File: config.mk
export PLATFORM = sky130hd
export DESIGN_NAME = hdr_parcel_split
export DESIGN_NICKNAME = d
export VERILOG_FILES = /design/src/rtl/hdr_parcel_split_pkg.sv /design/src/rtl/hdr_parcel_stage_mem.sv /design/src/rtl/hdr_parcel_handle_ctr.sv /design/src/rtl/hdr_parcel_split.sv
export SDC_FILE = /design/constraint.sdc
export NUM_CORES = 2
export LEC_CHECK = 0
export ABC_CLOCK_PERIOD_IN_PS = 10000
export BUFFER_PORTS_ARGS = -buffer_cell sky130_fd_sc_hd__buf_2
export CORE_MARGIN = 5
export CORE_UTILIZATION = 60
export DETAILED_ROUTE_END_ITERATION = 7
export PLACE_DENSITY = 0.76
export SETUP_SLACK_MARGIN = 0.2
export SYNTH_ARGS = -nofsm -noshare
export SYNTH_HDL_FRONTEND = slang
export SYNTH_SLANG_ARGS = --single-unit
export TNS_END_PERCENT = 100
File: constraint.sdc
create_clock -name clk_i -period 10 [get_ports clk_i]
set_clock_uncertainty 0.15 [all_clocks]
set_input_delay 1 -clock clk_i [delete_from_list [all_inputs] [get_ports clk_i]]
set_output_delay 1 -clock clk_i [all_outputs]
set_load 0.02 [all_outputs]
File: src/rtl/hdr_parcel_split_pkg.sv
package hdr_parcel_split_pkg;

  typedef enum logic [1:0] {
    CLS_BE   = 2'd0,
    CLS_RT   = 2'd1,
    CLS_CTRL = 2'd2
  } pre_cls_e;

  typedef enum logic [1:0] {
    ST_FILL,
    ST_DRAIN,
    ST_PASS,
    ST_SEND
  } split_st_e;

  function automatic logic [1:0] map_cls(input logic [1:0] raw);
    return (raw == 2'd3) ? CLS_BE : raw;
  endfunction

endpackage

File: src/rtl/hdr_parcel_stage_mem.sv
module hdr_parcel_stage_mem #(
  parameter int DEPTH = 321,
  parameter int AW    = $clog2(DEPTH)
) (
  input  logic          clk_i,
  input  logic          we_i,
  input  logic [AW-1:0] waddr_i,
  input  logic [7:0]    wdata_i,
  input  logic [AW-1:0] raddr_i,
  output logic [7:0]    rdata_o
);
  logic [7:0] mem_q [DEPTH];

  always_ff @(posedge clk_i) begin
    if (we_i) mem_q[waddr_i] <= wdata_i;
  end

  assign rdata_o = mem_q[raddr_i];
endmodule

File: src/rtl/hdr_parcel_handle_ctr.sv
module hdr_parcel_handle_ctr #(
  parameter int HANDLE_W = 8
) (
  input  logic                clk_i,
  input  logic                rst_ni,
  input  logic                adv_i,
  output logic [HANDLE_W-1:0] handle_o
);
  always_ff @(posedge clk_i or negedge rst_ni) begin
    if (!rst_ni)    handle_o <= '0;
    else if (adv_i) handle_o <= handle_o + HANDLE_W'(1);
  end
endmodule

File: src/rtl/hdr_parcel_split.sv
module hdr_parcel_split
  import hdr_parcel_split_pkg::*;
#(
  parameter int HEAD_BYTES = 256,
  parameter int WHOLE_MAX  = 320,
  parameter int LEN_W      = 16,
  parameter int HANDLE_W   = 8
) (
  input  logic                clk_i,
  input  logic                rst_ni,
  input  logic                in_valid_i,
  output logic                in_ready_o,
  input  logic [7:0]          in_data_i,
  input  logic                in_last_i,
  input  logic                in_err_i,
  input  logic [1:0]          in_cls_i,
  output logic                parcel_valid_o,
  input  logic                parcel_ready_i,
  output logic [7:0]          parcel_data_o,
  output logic                parcel_sop_o,
  output logic                parcel_last_o,
  output logic [1:0]          parcel_cls_o,
  output logic [LEN_W-1:0]    parcel_len_o,
  output logic                parcel_tail_o,
  output logic [HANDLE_W-1:0] parcel_handle_o,
  output logic                tail_valid_o,
  input  logic                tail_ready_i,
  output logic [7:0]          tail_data_o,
  output logic                tail_last_o,
  output logic                tail_abort_o,
  output logic [HANDLE_W-1:0] tail_handle_o
);
  localparam int DEPTH = WHOLE_MAX + 1;
  localparam int AW    = $clog2(DEPTH);
  localparam logic [AW-1:0] LAST_IDX = AW'(WHOLE_MAX);
  localparam logic [AW-1:0] HEAD_IDX = AW'(HEAD_BYTES);
  localparam logic [AW-1:0] HEAD_END = AW'(HEAD_BYTES - 1);

  split_st_e          st_q;
  logic [AW-1:0]      wr_q, rd_q, send_end;
  logic [LEN_W-1:0]   len_q;
  logic [1:0]         cls_q;
  logic               long_q, ended_q, err_q;
  logic [7:0]         rd_data;
  logic               in_fire, tail_fire, parcel_fire, handle_adv;
  logic [HANDLE_W-1:0] handle;

  hdr_parcel_stage_mem #(.DEPTH(DEPTH), .AW(AW)) u_stage (
    .clk_i   (clk_i),
    .we_i    (st_q == ST_FILL && in_valid_i),
    .waddr_i (wr_q),
    .wdata_i (in_data_i),
    .raddr_i (rd_q),
    .rdata_o (rd_data)
  );

  hdr_parcel_handle_ctr #(.HANDLE_W(HANDLE_W)) u_handle (
    .clk_i    (clk_i),
    .rst_ni   (rst_ni),
    .adv_i    (handle_adv),
    .handle_o (handle)
  );

  assign send_end = long_q ? HEAD_END : AW'(len_q - LEN_W'(1));

  always_comb begin
    in_ready_o     = 1'b0;
    tail_valid_o   = 1'b0;
    tail_data_o    = rd_data;
    tail_last_o    = 1'b0;
    tail_abort_o   = 1'b0;
    parcel_valid_o = 1'b0;
    unique case (st_q)
      ST_FILL:  in_ready_o = 1'b1;
      ST_DRAIN: begin
        tail_valid_o = 1'b1;
        tail_last_o  = ended_q && (rd_q == LAST_IDX);
        tail_abort_o = ended_q && err_q && (rd_q == LAST_IDX);
      end
      ST_PASS: begin
        in_ready_o   = tail_ready_i;
        tail_valid_o = in_valid_i;
        tail_data_o  = in_data_i;
        tail_last_o  = in_last_i;
        tail_abort_o = in_last_i && in_err_i;
      end
      ST_SEND:  parcel_valid_o = 1'b1;
      default: ;
    endcase
  end

  assign in_fire     = in_valid_i && in_ready_o;
  assign tail_fire   = tail_valid_o && tail_ready_i;
  assign parcel_fire = parcel_valid_o && parcel_ready_i;
  assign handle_adv  = parcel_fire && parcel_last_o && long_q;

  assign parcel_data_o   = rd_data;
  assign parcel_sop_o    = (rd_q == '0);
  assign parcel_last_o   = (rd_q == send_end);
  assign parcel_cls_o    = cls_q;
  assign parcel_len_o    = len_q;
  assign parcel_tail_o   = long_q;
  assign parcel_handle_o = handle;
  assign tail_handle_o   = handle;

  always_ff @(posedge clk_i or negedge rst_ni) begin
    if (!rst_ni) begin
      st_q    <= ST_FILL;
      wr_q    <= '0;
      rd_q    <= '0;
      len_q   <= '0;
      cls_q   <= CLS_BE;
      long_q  <= 1'b0;
      ended_q <= 1'b0;
      err_q   <= 1'b0;
    end else begin
      unique case (st_q)
        ST_FILL: if (in_fire) begin
          len_q <= len_q + LEN_W'(1);
          if (wr_q == '0) cls_q <= map_cls(in_cls_i);
          if (wr_q == LAST_IDX) begin
            // threshold crossed: bytes past the head go to the tail
            long_q  <= 1'b1;
            ended_q <= in_last_i;
            err_q   <= in_err_i;
            rd_q    <= HEAD_IDX;
            st_q    <= ST_DRAIN;
          end else if (in_last_i && in_err_i) begin
            wr_q  <= '0;
            len_q <= '0;
          end else if (in_last_i) begin
            rd_q <= '0;
            st_q <= ST_SEND;
          end else begin
            wr_q <= wr_q + AW'(1);
          end
        end
        ST_DRAIN: if (tail_fire) begin
          if (rd_q != LAST_IDX) rd_q <= rd_q + AW'(1);
          else if (!ended_q) st_q <= ST_PASS;
          else if (err_q) begin
            wr_q   <= '0;
            len_q  <= '0;
            long_q <= 1'b0;
            st_q   <= ST_FILL;
          end else begin
            rd_q <= '0;
            st_q <= ST_SEND;
          end
        end
        ST_PASS: if (in_fire) begin
          len_q <= len_q + LEN_W'(1);
          if (in_last_i && in_err_i) begin
            wr_q   <= '0;
            len_q  <= '0;
            long_q <= 1'b0;
            st_q   <= ST_FILL;
          end else if (in_last_i) begin
            rd_q <= '0;
            st_q <= ST_SEND;
          end
        end
        ST_SEND: if (parcel_fire) begin
          if (parcel_last_o) begin
            wr_q   <= '0;
            rd_q   <= '0;
            len_q  <= '0;
            long_q <= 1'b0;
            st_q   <= ST_FILL;
          end else begin
            rd_q <= rd_q + AW'(1);
          end
        end
        default: st_q <= ST_FILL;
      endcase
    end
  end
endmodule

==> results.sh <==
export IMPL_numCtsBuffers=275
export IMPL_p_per_area_mw_per_mm2=238
export IMPL_status="completed"
export IMPL_synth_enable_flop_cells=2568
export IMPL_cts_sinks=2617
export IMPL_dp_cells=7269
export IMPL_die_h_um=424
export IMPL_r2r_slack_ns=4.76
export IMPL_syn_nets=5200
export IMPL_grt_pass1_wl_um=409000
export IMPL_holdBufCountCts=0
export IMPL_fin_crit_sh_pct=74.3
export IMPL_via_count=56160
export IMPL_nNetsFinal=5343
export IMPL_setup_tns_ns=0
export IMPL_place_congestion=0.908
export IMPL_synth_seq_cells=2617
export IMPL_clock_latency_ns=0.94
export IMPL_grt_pass1_vias=54407
export IMPL_cts_tree="built"
export IMPL_async_flop_share_pct=1.87
export IMPL_met2_usage_pct=46.5
export IMPL_grt_busiest_layer="met2"
export IMPL_ctsResizeCount=0
export IMPL_fin_util_pct=66.6
export IMPL_met1_usage_pct=44.2
export IMPL_vdd_drop_max_uv=219
export IMPL_chipWidth_um=424
export IMPL_drive_gt1_share_pct=21.6
export IMPL_post_cts_setup_buffer_count=0
export IMPL_avgRoutedWirePerCell_um=37.3
export IMPL_clk_pin_slew_worst_paths_ns=0.06
export IMPL_drtIter0Drc=9940
export IMPL_area_growth_pct=10.7
export IMPL_power_leakage_uw=0.0354
export IMPL_worstPathMaxFanout=82
export IMPL_ant_nets=0
export IMPL_fin_crit_ns=7.43
export IMPL_synth_main_ff_cell="edfxtp_1"
export IMPL_hold_class="in -> async"
export IMPL_drc=0
export IMPL_final_common_cell="edfxtp_1"
export IMPL_grt_max_degree=215
export IMPL_grt_overflow=0
export IMPL_antenna_found_initial=17
export IMPL_wl_um=289000
export IMPL_first_pass_iters=8
export IMPL_dp_hpwl_um=168000
export IMPL_setup_viol=0
export IMPL_worstSetupPathType="reg -> out"
export IMPL_clockBufferDepth=4
export IMPL_htree_levels=5
export IMPL_mostFrequentLayoutCells="edfxtp_1, mux4_2, nor2_1"
export IMPL_die_area_mm2=0.180
export IMPL_max_cap_violations=0
export IMPL_worst_ep_arrival_time_ns=6.28
export IMPL_core_area_mm2=0.171
export IMPL_ios=75
export IMPL_netlist_instances=5170
export IMPL_slew_headroom_pct=3.50
export IMPL_ys_seq_area_share_pct=76.1
export IMPL_slew_violations=0
export IMPL_syn_cell_area_mm2=0.103
export IMPL_fmax_mhz=135
export IMPL_cp_required_ns=8.85
export IMPL_numPortBuffers=74
export IMPL_core_rowCount=152
export IMPL_end_kind="primary output"
export IMPL_ys_warn_count=0
export IMPL_use_met3_pct=11.4
export IMPL_rsz0062_at_grt="false"
export IMPL_track_usage_pct=32.2
export IMPL_startpoint_type="flop"
export IMPL_stdcell_count=7753
export IMPL_ys_types=79
export IMPL_detail_route_vias_per_cell=7.24
export IMPL_cts_root_buf="clkbuf_16"
export IMPL_worstMarginPinSlew_ns=1.44
export IMPL_final_hold_viol_count=0
export IMPL_syn_area_per_cell_um2=19.9
export IMPL_floorplan_initialDensity_pct=60.2
export IMPL_report_power_total_uw=27100
==> cells in the mapped netlist, types with 38 or more instances <==
cell type     n  area share [%]
edfxtp_1   2568              75
mux4_2      573              13
nor2_1      399             1.5
mux2i_1     223             2.2
nand2_1     215            0.78
clkbuf_1    144            0.52
a21oi_1      92            0.45
a22oi_1      90            0.66
buf_2        89            0.43
o21ai_0      85            0.41
buf_4        58            0.42
dfrtp_1      49             1.2
nand3_1      41            0.20
o22ai_1      40            0.24
nor3_1       38            0.18
==> state kept, by name, summed over array words and instances, names as in the netlist <==
| name | flops |
|---|---|
| u_stage.mem_q | 2568 |
| parcel_len_o | 16 |
| rd_q | 9 |
| wr_q | 9 |
| u_handle.handle_o | 8 |
| parcel_cls_o | 2 |
| st_q | 2 |
| ended_q | 1 |
| err_q | 1 |
| parcel_tail_o | 1 |
==> through the flow <==
step	worst slack (ns)	instance area (um^2)	hold WS, ns
2_1_floorplan	5.89	103000	0.390
3_3_place_gp	3.62	106000	0.313
3_5_place_dp	3.64	106000	0.318
4_1_cts	2.66	114000	0.0679
5_1_grt	2.35	114000	0.139
6_report	2.57	114000	0.108
==> report_power, final <==
| part | switching, uW | leakage [uW] | internal (uW) |
|---|---|---|---|
| Clock | 4060 | 0.00403 | 5500 |
| Combinational | 3230 | 0.00762 | 2110 |
| Sequential | 106 | 0.0237 | 12100 |
==> path summary, 6_finish.rpt <==
kind | end | from | depth (start not counted)
setup / recovery | tail_data_o[5] | rd_q[0]$_DFFE_PN0P_ | 10
hold / removal | u_handle.handle_o[7]$_DFFE_PN0P_ | rst_ni | 2
setup reg to reg | parcel_len_o[5]$_DFFE_PN0P_ | rd_q[4]$_DFFE_PN0P_ | 12
hold reg to reg | parcel_len_o[15]$_DFFE_PN0P_ | parcel_len_o[15]$_DFFE_PN0P_ | 1
max in group asynchronous | rd_q[1]$_DFFE_PN0P_ | rst_ni | 2
min in group clk_i | parcel_cls_o[0]$_DFFE_PN0P_ | in_cls_i[1] | 2
==> critical path, cell delays in order (launching register included) <==
cell and delay (ns):
dfrtp_4 0.87, buf_12 0.55, buf_4 0.59, mux4_2 0.57
a22o_1 0.19, a211oi_1 0.56, o31ai_1 0.26, o22ai_1 0.75
a22oi_1 0.32, mux2_2 0.35, buf_2 0.16
==> final cells by class <==
type / instances / area (um^2)
inverters: 23 / 91.3
fillers: 10430 / 57200
flip-flops and latches: 2617 / 78400
repair buffers: 190 / 1460
well taps: 2233 / 2790
multi-input cells: 2206 / 23000
clock inverters: 120 / 873
diodes: 22 / 55.1
clock buffers: 342 / 7330
==> layer usage <==
| layer | part of all wire (%) | wire (um) |
|---|---|---|
| met4 | 6.0 | 17200 |
| met3 | 15 | 42400 |
| met5 | 0.025 | 73 |
| met1 | 35 | 99900 |
| met2 | 45 | 129000 |
==> kinds of logic (layout without fill, tap and decap cells) <==
group | count (synthesis) | in the layout | share of synthesized area [%]
other | 0 | 22 | 0
AOI/OAI and AO/OA | 516 | 516 | 3.42
buffers and inverters | 347 | 675 | 1.69
muxes | 815 | 815 | 14.9
xor gates and xnor gates | 14 | 14 | 0.119
adders and majority gates | 13 | 13 | 0.158
and+or+nand+nor | 848 | 848 | 3.63
DFF | 2617 | 2617 | 76.1
(Power assumes the default switching activity.)
